[config.mk]
export PLATFORM = sky130hd
export DESIGN_NAME = miss_tracker
export DESIGN_NICKNAME = d
export VERILOG_FILES = /design/src/rtl/mt_pkg.sv /design/src/rtl/mt_table.sv /design/src/rtl/mt_watchdog.sv /design/src/rtl/miss_tracker.sv
export SDC_FILE = /design/constraint.sdc
export NUM_CORES = 2
export LEC_CHECK = 0
export BUFFER_PORTS_ARGS = -buffer_cell sky130_fd_sc_hd__buf_2
export CAP_MARGIN = 10
export CORE_UTILIZATION = 46
export DETAILED_ROUTE_END_ITERATION = 6
export GPL_TIMING_DRIVEN = 0
export SKIP_CTS_REPAIR_TIMING = 1
export SLEW_MARGIN = 0
export SYNTH_ARGS = -nofsm -noshare
export SYNTH_HDL_FRONTEND = slang
export SYNTH_HIERARCHICAL = 1
export SYNTH_SLANG_ARGS = --single-unit
[constraint.sdc]
create_clock -name clk -period 6.78 [get_ports clk]
set_clock_uncertainty 0.2 [all_clocks]
set_input_delay 0.339 -clock clk [delete_from_list [all_inputs] [get_ports clk]]
set_output_delay 0.339 -clock clk [all_outputs]
set_load 0.01 [all_outputs]
[src/rtl/mt_pkg.sv]
package mt_pkg;

   localparam logic [2:0] K_LOAD    = 3'd0;
   localparam logic [2:0] K_IFETCH  = 3'd1;
   localparam logic [2:0] K_STORE   = 3'd2;
   localparam logic [2:0] K_RMW_RD  = 3'd3;
   localparam logic [2:0] K_RMW_WR  = 3'd4;
   localparam logic [2:0] K_LOCK_RD = 3'd5;
   localparam logic [2:0] K_LOCK_WR = 3'd6;
   localparam logic [2:0] K_RSVD    = 3'd7;

   typedef enum logic [1:0] {
      ST_OK    = 2'd0,
      ST_ALIAS = 2'd1,
      ST_FULL  = 2'd2,
      ST_BAD   = 2'd3
   } status_e;

   function automatic logic kind_is_write(input logic [2:0] k);
      return (k == K_STORE) || (k == K_RMW_RD) || (k == K_RMW_WR) ||
             (k == K_LOCK_RD) || (k == K_LOCK_WR);
   endfunction

endpackage

[src/rtl/mt_table.sv]
module mt_table #(
   parameter int DEPTH  = 8,
   parameter int TAG_W  = 26,
   parameter int ID_W   = 8,
   parameter int TIME_W = 16,
   parameter int THRESH = 1024,
   localparam int CNT_W = $clog2(DEPTH + 1)
) (
   input  logic              clk,
   input  logic              rst_n,
   input  logic [TIME_W-1:0] now,
   input  logic              alloc_en,
   input  logic [TAG_W-1:0]  alloc_tag,
   input  logic [2:0]        alloc_kind,
   input  logic [ID_W-1:0]   alloc_id,
   input  logic [TAG_W-1:0]  probe_tag,
   output logic              probe_hit,
   input  logic              ret_en,
   input  logic [TAG_W-1:0]  ret_tag,
   output logic              ret_hit,
   output logic [ID_W-1:0]   ret_id,
   output logic [2:0]        ret_kind,
   output logic [TIME_W-1:0] ret_ts,
   output logic              has_free,
   output logic [CNT_W-1:0]  occupancy,
   output logic              stale
);

   localparam logic [TIME_W-1:0] THRESH_T = TIME_W'(THRESH);

   if (DEPTH < 1) begin : g_bad_depth
      $error("mt_table: DEPTH must be at least 1");
   end
   if (THRESH >= (2 ** TIME_W)) begin : g_bad_thresh
      $error("mt_table: THRESH must fit in TIME_W bits");
   end

   logic [DEPTH-1:0]  vld;
   logic [TAG_W-1:0]  tag_q  [DEPTH];
   logic [ID_W-1:0]   id_q   [DEPTH];
   logic [2:0]        kind_q [DEPTH];
   logic [TIME_W-1:0] ts_q   [DEPTH];
   logic [TIME_W-1:0] age    [DEPTH];
   logic [DEPTH-1:0]  probe_m, ret_m, old_m, free_m;

   for (genvar i = 0; i < DEPTH; i++) begin : g_cmp
      assign probe_m[i] = vld[i] && (tag_q[i] == probe_tag);
      assign ret_m[i]   = vld[i] && (tag_q[i] == ret_tag);
      assign age[i]     = now - ts_q[i];
      assign old_m[i]   = vld[i] && (age[i] >= THRESH_T);
   end

   assign probe_hit = |probe_m;
   assign ret_hit   = |ret_m;
   assign stale     = |old_m;
   assign has_free  = ~&vld;

   // lowest free slot, one-hot
   always_comb begin
      logic found;
      found  = 1'b0;
      free_m = '0;
      for (int i = 0; i < DEPTH; i++) begin
         if (!vld[i] && !found) begin
            free_m[i] = 1'b1;
            found     = 1'b1;
         end
      end
   end

   // tags are unique within a table, so an OR of masked fields selects one
   always_comb begin
      ret_id   = '0;
      ret_kind = '0;
      ret_ts   = '0;
      for (int i = 0; i < DEPTH; i++) begin
         if (ret_m[i]) begin
            ret_id   = ret_id   | id_q[i];
            ret_kind = ret_kind | kind_q[i];
            ret_ts   = ret_ts   | ts_q[i];
         end
      end
   end

   always_comb begin
      occupancy = '0;
      for (int i = 0; i < DEPTH; i++) begin
         occupancy = occupancy + CNT_W'(vld[i]);
      end
   end

   always_ff @(posedge clk or negedge rst_n) begin
      if (!rst_n) begin
         vld <= '0;
      end else begin
         for (int i = 0; i < DEPTH; i++) begin
            if (alloc_en && free_m[i]) begin
               vld[i] <= 1'b1;
            end else if (ret_en && ret_m[i]) begin
               vld[i] <= 1'b0;
            end
         end
      end
   end

   always_ff @(posedge clk) begin
      for (int i = 0; i < DEPTH; i++) begin
         if (alloc_en && free_m[i]) begin
            tag_q[i]  <= alloc_tag;
            id_q[i]   <= alloc_id;
            kind_q[i] <= alloc_kind;
            ts_q[i]   <= now;
         end
      end
   end

endmodule

[src/rtl/mt_watchdog.sv]
module mt_watchdog #(
   parameter int THRESH = 1024,
   localparam int CW = (THRESH > 2) ? $clog2(THRESH) : 1
) (
   input  logic clk,
   input  logic rst_n,
   input  logic empty,
   input  logic stale,
   output logic deadlock
);

   if (THRESH < 2) begin : g_bad_thresh
      $error("mt_watchdog: THRESH must be at least 2");
   end

   logic [CW-1:0] tick_q;

   always_ff @(posedge clk or negedge rst_n) begin
      if (!rst_n) begin
         tick_q   <= '0;
         deadlock <= 1'b0;
      end else if (empty) begin
         tick_q <= '0;
      end else if (tick_q == CW'(THRESH - 1)) begin
         tick_q <= '0;
         if (stale) begin
            deadlock <= 1'b1;
         end
      end else begin
         tick_q <= tick_q + CW'(1);
      end
   end

endmodule

[src/rtl/miss_tracker.sv]
module miss_tracker #(
   parameter int ADDR_W     = 32,
   parameter int LINE_BYTES = 64,
   parameter int RD_DEPTH   = 8,
   parameter int WR_DEPTH   = 8,
   parameter int MAX_OUT    = 12,
   parameter int ID_W       = 8,
   parameter int TIME_W     = 16,
   parameter int THRESH     = 1024,
   localparam int OFF_W     = $clog2(LINE_BYTES),
   localparam int TAG_W     = ADDR_W - OFF_W,
   localparam int LEN_W     = $clog2(LINE_BYTES + 1)
) (
   input  logic              clk,
   input  logic              rst_n,
   input  logic              req_valid,
   input  logic [2:0]        req_kind,
   input  logic [ADDR_W-1:0] req_addr,
   input  logic [LEN_W-1:0]  req_len,
   output logic [1:0]        req_status,
   output logic [ID_W-1:0]   req_id,
   input  logic              cpl_valid,
   input  logic              cpl_is_write,
   input  logic [TAG_W-1:0]  cpl_line,
   output logic              cpl_hit,
   output logic              cpl_err,
   output logic [ID_W-1:0]   cpl_id,
   output logic [2:0]        cpl_kind,
   output logic [TIME_W-1:0] cpl_lat,
   output logic              cpl_lat_vld,
   output logic              empty,
   output logic              deadlock
);
   import mt_pkg::*;

   localparam int OUT_W = $clog2(RD_DEPTH + WR_DEPTH + 1);
   localparam int RCW   = $clog2(RD_DEPTH + 1);
   localparam int WCW   = $clog2(WR_DEPTH + 1);

   if (LINE_BYTES < 2 || (1 << OFF_W) != LINE_BYTES) begin : g_bad_line
      $error("miss_tracker: LINE_BYTES must be a power of two above 1");
   end
   if (MAX_OUT < 1 || MAX_OUT > RD_DEPTH + WR_DEPTH) begin : g_bad_max
      $error("miss_tracker: MAX_OUT must lie in 1..RD_DEPTH+WR_DEPTH");
   end
   if (TAG_W < 1) begin : g_bad_addr
      $error("miss_tracker: ADDR_W too small for LINE_BYTES");
   end

   logic [TIME_W-1:0] now;
   logic [ID_W-1:0]   next_id;
   logic [OUT_W-1:0]  out_cnt;

   logic [TAG_W-1:0]  req_line;
   logic [OFF_W-1:0]  req_off;
   logic [LEN_W:0]    span;
   logic              size_bad, want_wr, alias_hit, no_room, accept;
   status_e           status;

   logic              rd_probe, wr_probe, rd_free, wr_free, rd_stale, wr_stale;
   logic              rd_ret, wr_ret;
   logic [ID_W-1:0]   rd_id, wr_id;
   logic [2:0]        rd_kind, wr_kind;
   logic [TIME_W-1:0] rd_ts, wr_ts, sel_ts;
   logic [RCW-1:0]    rd_occ;
   logic [WCW-1:0]    wr_occ;

   assign req_line = req_addr[ADDR_W-1:OFF_W];
   assign req_off  = req_addr[OFF_W-1:0];
   assign span     = (LEN_W + 1)'(req_off) + (LEN_W + 1)'(req_len);
   assign size_bad = (span > (LEN_W + 1)'(LINE_BYTES)) || (req_kind == K_RSVD);
   assign want_wr  = kind_is_write(req_kind);
   assign alias_hit = rd_probe || wr_probe;
   assign no_room  = (out_cnt >= OUT_W'(MAX_OUT)) || (want_wr ? !wr_free : !rd_free);

   always_comb begin
      if (size_bad)       status = ST_BAD;
      else if (alias_hit) status = ST_ALIAS;
      else if (no_room)   status = ST_FULL;
      else                status = ST_OK;
   end

   assign req_status = status;
   assign req_id     = next_id;
   assign accept     = req_valid && (status == ST_OK);

   mt_table #(
      .DEPTH(RD_DEPTH), .TAG_W(TAG_W), .ID_W(ID_W), .TIME_W(TIME_W), .THRESH(THRESH)
   ) u_rd_tbl (
      .clk(clk), .rst_n(rst_n), .now(now),
      .alloc_en(accept && !want_wr), .alloc_tag(req_line), .alloc_kind(req_kind),
      .alloc_id(next_id), .probe_tag(req_line), .probe_hit(rd_probe),
      .ret_en(cpl_valid && !cpl_is_write), .ret_tag(cpl_line), .ret_hit(rd_ret),
      .ret_id(rd_id), .ret_kind(rd_kind), .ret_ts(rd_ts),
      .has_free(rd_free), .occupancy(rd_occ), .stale(rd_stale)
   );

   mt_table #(
      .DEPTH(WR_DEPTH), .TAG_W(TAG_W), .ID_W(ID_W), .TIME_W(TIME_W), .THRESH(THRESH)
   ) u_wr_tbl (
      .clk(clk), .rst_n(rst_n), .now(now),
      .alloc_en(accept && want_wr), .alloc_tag(req_line), .alloc_kind(req_kind),
      .alloc_id(next_id), .probe_tag(req_line), .probe_hit(wr_probe),
      .ret_en(cpl_valid && cpl_is_write), .ret_tag(cpl_line), .ret_hit(wr_ret),
      .ret_id(wr_id), .ret_kind(wr_kind), .ret_ts(wr_ts),
      .has_free(wr_free), .occupancy(wr_occ), .stale(wr_stale)
   );

   assign cpl_hit     = cpl_valid && (cpl_is_write ? wr_ret : rd_ret);
   assign cpl_err     = cpl_valid && !cpl_hit;
   assign cpl_id      = cpl_is_write ? wr_id : rd_id;
   assign cpl_kind    = cpl_is_write ? wr_kind : rd_kind;
   assign sel_ts      = cpl_is_write ? wr_ts : rd_ts;
   assign cpl_lat     = now - sel_ts;
   assign cpl_lat_vld = cpl_hit && (cpl_lat != '0);

   assign empty = (rd_occ == '0) && (wr_occ == '0);

   mt_watchdog #(.THRESH(THRESH)) u_wdog (
      .clk(clk), .rst_n(rst_n), .empty(empty),
      .stale(rd_stale || wr_stale), .deadlock(deadlock)
   );

   always_ff @(posedge clk or negedge rst_n) begin
      if (!rst_n) begin
         now     <= '0;
         next_id <= '0;
         out_cnt <= '0;
      end else begin
         now     <= now + TIME_W'(1);
         next_id <= next_id + ID_W'(accept);
         out_cnt <= out_cnt + OUT_W'(accept) - OUT_W'(cpl_hit);
      end
   end

endmodule

[After elaboration in Yosys (flattened, before gate mapping)]
Memory sizes are Yosys's and may differ from the RTL's.
Cells that the tools add are included.
Word-level totals
  word-level logic and storage cells: 709
  memory bits (writable): 848
  bits in registers: 56
  input port bits: 73
  memories: 8
Cells by class
  add/subtract/negate cells: 37
  bitwise logic cells: 43
  reduce and logical (&&, ||, !) cells: 225
  eq/ne operators: 39
  mux-type cells: 318
  magnitude comparators: 18
Memories
  u_rd_tbl.tag_q: depth 8, bits a word 26, read ports 8, clocked after Yosys merged registers in 0, write ports 1, line mt_table.sv:39  | logic [TAG_W-1:0] tag_q [DEPTH];
  u_wr_tbl.tag_q: depth 8, bits a word 26, read ports 8, clocked after Yosys merged registers in 0, write ports 1, line mt_table.sv:39
  u_rd_tbl.ts_q: depth 8, bits a word 16, read ports 8, clocked after Yosys merged registers in 0, write ports 1, line mt_table.sv:42  | logic [TIME_W-1:0] ts_q [DEPTH];
  u_wr_tbl.ts_q: depth 8, bits a word 16, read ports 8, clocked after Yosys merged registers in 0, write ports 1, line mt_table.sv:42
  u_rd_tbl.id_q: depth 8, bits a word 8, read ports 8, clocked after Yosys merged registers in 0, write ports 1, line mt_table.sv:40  | logic [ID_W-1:0] id_q [DEPTH];
  u_wr_tbl.id_q: depth 8, bits a word 8, read ports 8, clocked after Yosys merged registers in 0, write ports 1, line mt_table.sv:40
  +2 memories
Operators by type and width (number)
  26-bit equality test: 32
  16-bit two-way mux: 31
  26-bit two-way mux: 14
  26-bit OR reduction: 14
  16-bit subtractor: 17
  3-bit two-way mux: 87
  16-bit by 11-bit greater-or-equal comparator with 1-bit output (second input constant): 16
  8-bit two-way mux: 31
  16-bit OR: 14
  16-bit OR reduction: 14
  8-bit OR reduction: 20
  1-bit two-way mux: 150
  8-bit OR: 14
  1-bit logical AND: 103
  4-bit by 1-bit adder with 4-bit output: 12
  3-bit OR: 14
  3-bit OR reduction: 14
  2-bit nonzero test: 16
  1-bit logical NOT: 29
  10-bit two-way mux: 2
  16-bit by 1-bit adder with 16-bit output (second input constant): 1
  8-bit AND reduction: 2
  16-bit nonzero test: 1
  3-bit equality test (second input constant): 4
  16 further kinds: 28

[Longest topological paths before layout]
  word-level depth: 26
  depth in mapped cells: 20
  mapped depth without buffers: 17

[Hierarchy]
Netlist, hierarchy kept.
By module, submodules not included
  mt_table at u_wr_tbl: times used 1, cells an instance 1878, area an instance 23472.5 um^2, sequential area each 12932.4 um^2
  mt_table at u_rd_tbl: times used 1, cells an instance 1831, area an instance 23147.2 um^2, sequential area each 12932.4 um^2
  miss_tracker: times used 1, cells an instance 328, area an instance 2964.1 um^2, sequential area each 725.7 um^2
  mt_watchdog: times used 1, cells an instance 54, area an instance 541.8 um^2, sequential area each 275.3 um^2

[Worst setup path after synthesis]
No wires, ideal clock.
  kind: input to register
  from: input port req_addr[0]
  to: memory u_rd_tbl.id_q[4][0] (netlist: u_rd_tbl/id_q[1][0]), enable pin
  path buffers: 0
  setup slack: -0.484 ns
  arrival time: 6.535 ns
  cell stages on the path: 12
  cells stage by stage: ha_1 > inv_1 > fa_1 > nor2b_1 > o21a_1 > o21a_1 > o211ai_1 > o31ai_1 > a21oi_1 > a2111oi_0 > nand3_1 > nor3_1
Between the ends
  longest elaborated chain between the ends: 18
  elaborated cells on any way between the ends: 52
  those cells by class: add/sub: 1; order compare: 1; mux: 31; reduce/logical: 19
RTL lines
  from (decl): line miss_tracker.sv:18  | input logic [ADDR_W-1:0] req_addr,
  6-bit by 7-bit adder with 8-bit output *: line miss_tracker.sv:70  | assign span = (LEN_W + 1)'(req_off) + (LEN_W + 1)'(req_len);
  8-bit by 7-bit > comparator with 1-bit output *: line miss_tracker.sv:71  | assign size_bad = (span > (LEN_W + 1)'(LINE_BYTES)) || (req_kind == K_RSVD);
  1-bit logical OR *: line miss_tracker.sv:71
  2-bit two-way mux *: line miss_tracker.sv:77  | if (size_bad) status = ST_BAD;
  2-bit logical NOT *: line miss_tracker.sv:85  | assign accept = req_valid && (status == ST_OK);
  1-bit logical AND *: line miss_tracker.sv:85
  1-bit logical AND *: line miss_tracker.sv:91  | .alloc_en(accept && !want_wr), .alloc_tag(req_line), .alloc_kind(req_kind),
  1-bit logical AND: line mt_table.sv:108  | if (alloc_en && free_m[i]) begin
  1-bit two-way mux: line mt_table.sv:108
  1-bit two-way mux (implied by the code): line mt_table.sv:110  | id_q[i] <= alloc_id;
  8-bit OR reduction (no source line)
  3-bit two-way mux (no source line) / 1-bit two-way mux (equally long branches) (7 in a row)
  to (decl): line mt_table.sv:40
Mark *: on every way between the ends. The rest lies on a longest branch, timed or not.

==> impl_metrics.csv <==
group,metric,value,unit
cells_and_area,final_cell_mix,"848 x edfxtp_1, 528 x xnor2_1, 386 x xor2_1, 294 x inv_1, 281 x ha_1",
worst_setup_path,worst-setup-path-type,"reg -> out",
timing,whs,1.23,ps
synthesis,async_flop_share,6.19,%
place,dp_hpwl,117000,microns
worst_setup_path,end_kind,"primary output",
place,preCtsSetupSlack,-210,ps
synthesis,synth_cell_type_count,94,
timing,worst_slew_pin_slew,1270,ps
pwr,p_leak,21.3,nW
timing,post-route-period-util,96.1,%
routing,finalWirelength,174000,microns
floorplanning,rows,120,
worst_setup_path,r2r_start,"u_rd_tbl/vld[1]",
synthesis,synth_flop_cell,"edfxtp_1",
floorplanning,fp.dieW,332,microns
floorplanning,core,108000,sq um
outcome,outcome,"complete, but fails checks",
synthesis,synth_edf_count,848,
cells_and_area,final_util,53.0,%
synthesis,synthCells,4091,
synthesis,netlist_area,50100,sq um
timing,setup-tns-final,0,ps
routing,vias,36083,
cells_and_area,design_area,56900,sq um
floorplanning,fp.dieH,332,microns
worst_setup_path,crit_fanout,10,
cells_and_area,final_cells,5819,
place,gp_congestion,0.938,
cells_and_area,nets,4696,
synthesis,synth-seq-cells,904,
cells_and_area,layout-drive-gt1-share,10.5,%
grt,grt_max_degree,57,
clock_tree,clock_tree.root_cell,"clkbuf_16",
clock_tree,cts_tree,"yes",
outcome,violations,"design-rule violations",
pwr,power_density,237,nW/um^2
timing,fin_crit,6520,ps
min_path,hold_path.class,"in -> reg",
clock_tree,cts_sinks,904,
timing,fmax,153,MHz
cells_and_area,syn_to_final_growth,13.6,%
synthesis,ys_seq_area_share,53.6,%
floorplanning,start_util,46.6,%
routing,wl_per_cell,30.0,microns
timing,fin_ws,262,ps
timing,rsz0062_at_grt,"no",
clock_tree,cts_max_path_buffers,3,
routing,ant_nets,0,
pwr,ir_drop,0.000212,V
clock_tree,h-tree-depth,3,
synthesis,syn-num-nets,4457,
floorplanning,die-area,110000,sq um
flow_run,drv_cap,0,
timing,setup_viol,0,
clock_tree,clk_transition_reported_paths,60,ps
synthesis,synth.avg_cell_area,12.3,sq um
place,dp_cells,5619,
grt,first_global_vias,34040,
worst_setup_path,r2r_slack,1040,ps
grt,track_usage,31.0,%
worst_setup_path,worstSetupStartpoint,"u_rd_tbl/tag_q[0][102]",
worst_setup_path,startpoint_type,"flip-flop",
grt,antenna_found_initial,8,
pwr,report.power.total,13.5,mW
place,place_area,53300,sq um
synthesis,synth_warnings,6,
routing,post-route-drc-count,5,
routing,firstDrtPassIters,7,
timing,hold_viol_final,0,
clock_tree,clock_latency,700,ps
routing,viasPerCell,6.20,
floorplanning,pin_count,115,
timing,maxSlewViolCount,0,
place,io_buffers,88,
clock_tree,cts_buffers,101,
worst_setup_path,cp_data_arrival_time,5980,ps
timing,maxSlewHeadroom,15.2,%
worst_setup_path,critPathRequiredTime,6240,ps
cells_and_area,layout_commonest_cell,"edfxtp_1",
grt,grt_pass1_wl,244000,microns
routing,drtIter0Drc,4611,
min_path,hp-start,"req_addr[8]",
grt,grt_overflow,0,
cell usage after synthesis, types with 13 or more instances:
cell,instances,area share (%)
ha_1,282,7.0
edfxtp_1,848,51
o2111ai_1,14,0.24
a222oi_1,55,1.1
a21oi_1,123,1.2
dfrtp_1,56,2.8
nand2b_1,20,0.25
nand4_1,205,2.6
clkbuf_1,69,0.52
o21ai_0,67,0.67
mux2i_1,28,0.56
and2_1,16,0.20
a21o_1,45,0.67
mux2_2,13,0.29
inv_1,296,2.2
o211ai_1,22,0.33
and3_1,17,0.21
xor2_1,386,6.7
o21a_1,18,0.27
a22oi_1,118,1.8
nand2_1,137,1.0
a31oi_1,27,0.34
xnor2_1,528,9.2
nor2_1,106,0.79
nor3_1,63,0.63
buf_2,77,0.77
nand3_1,71,0.71
nor2b_1,21,0.26
nor4_1,119,1.5
a211oi_1,16,0.24
critical path, stage by stage (launching register included):
cell       delay, ps
edfxtp_1         420
xor2_1           170
nor4_1           540
nand4_1          240
nor4_4           380
buf_4            320
clkbuf_4         340
a222oi_1         160
nand4_1          220
mux2i_1          110
ha_1             310
buf_6            140
a2111o_1         460
o2111a_1         290
o2111ai_1        170
or3b_1           420
nor4_2           310
a21boi_1         130
buf_2            160
cell type report:
cell class              instances  area [sq um]
fillers                      9202         50600
well taps                    1403          1760
plain buffers                 163           825
inverters                     297          1120
multi-input cells            2726         21600
repair buffers                137          1400
clock inverters                52           561
diodes                          2          5.00
clock buffers                 135          2740
flip-flops and latches        904         26900
cells by family after synthesis:
family,count (synthesis),synth area share [%]
AO/OA/AOI/OAI,618,8.80
buffers and inverters,461,3.78
adder cells (fa/ha/maj),293,7.48
AND/OR/NAND/NOR,859,9.49
XOR/XNOR,915,16.0
multiplexers,41,0.851
flip-flops,904,53.6
state kept, by name (all words and copies together), names as in the netlist:
signal / cells
u_rd_tbl/vld: 8
u_wr_tbl/vld: 8
u_rd_tbl/id_q: 64
u_wr_tbl/kind_q: 24
u_wdog/deadlock: 1
u_wr_tbl/ts_q: 128
u_rd_tbl/tag_q: 208
u_rd_tbl/ts_q: 128
u_wr_tbl/tag_q: 208
req_id: 8
now: 16
u_rd_tbl/kind_q: 24
u_wr_tbl/id_q: 64
u_wdog/tick_q: 10
out_cnt: 5
layer usage:
layer / track usage [%] / part of all wire, %
met2: 47.2 / 44
met1: 42.6 / 41
met5: 0 / 0.0097
met4: 11.8 / 4.0
met3: 7.49 / 11
where the power goes:
part	internal, mW	total (mW)	switching, mW	leakage, nW
clock network	3.21	5.53	2.32	1.60
registers	6.28	6.51	0.235	8.46
logic	0.522	1.45	0.933	11.2
total	10.0	13.5	3.48	21.3
final timing paths:
check,cells past startpoint,to
max in group asynchronous,4,u_wr_tbl/vld[4]
hold reg to reg,1,u_wdog/deadlock
hold / removal,1,u_wr_tbl/tag_q[0][2]
min in group asynchronous,4,now[3]
setup / recovery,18,cpl_lat_vld
setup reg to reg,13,u_wr_tbl/tag_q[1][78]
Note: power is estimated with default switching activity, not from simulation.
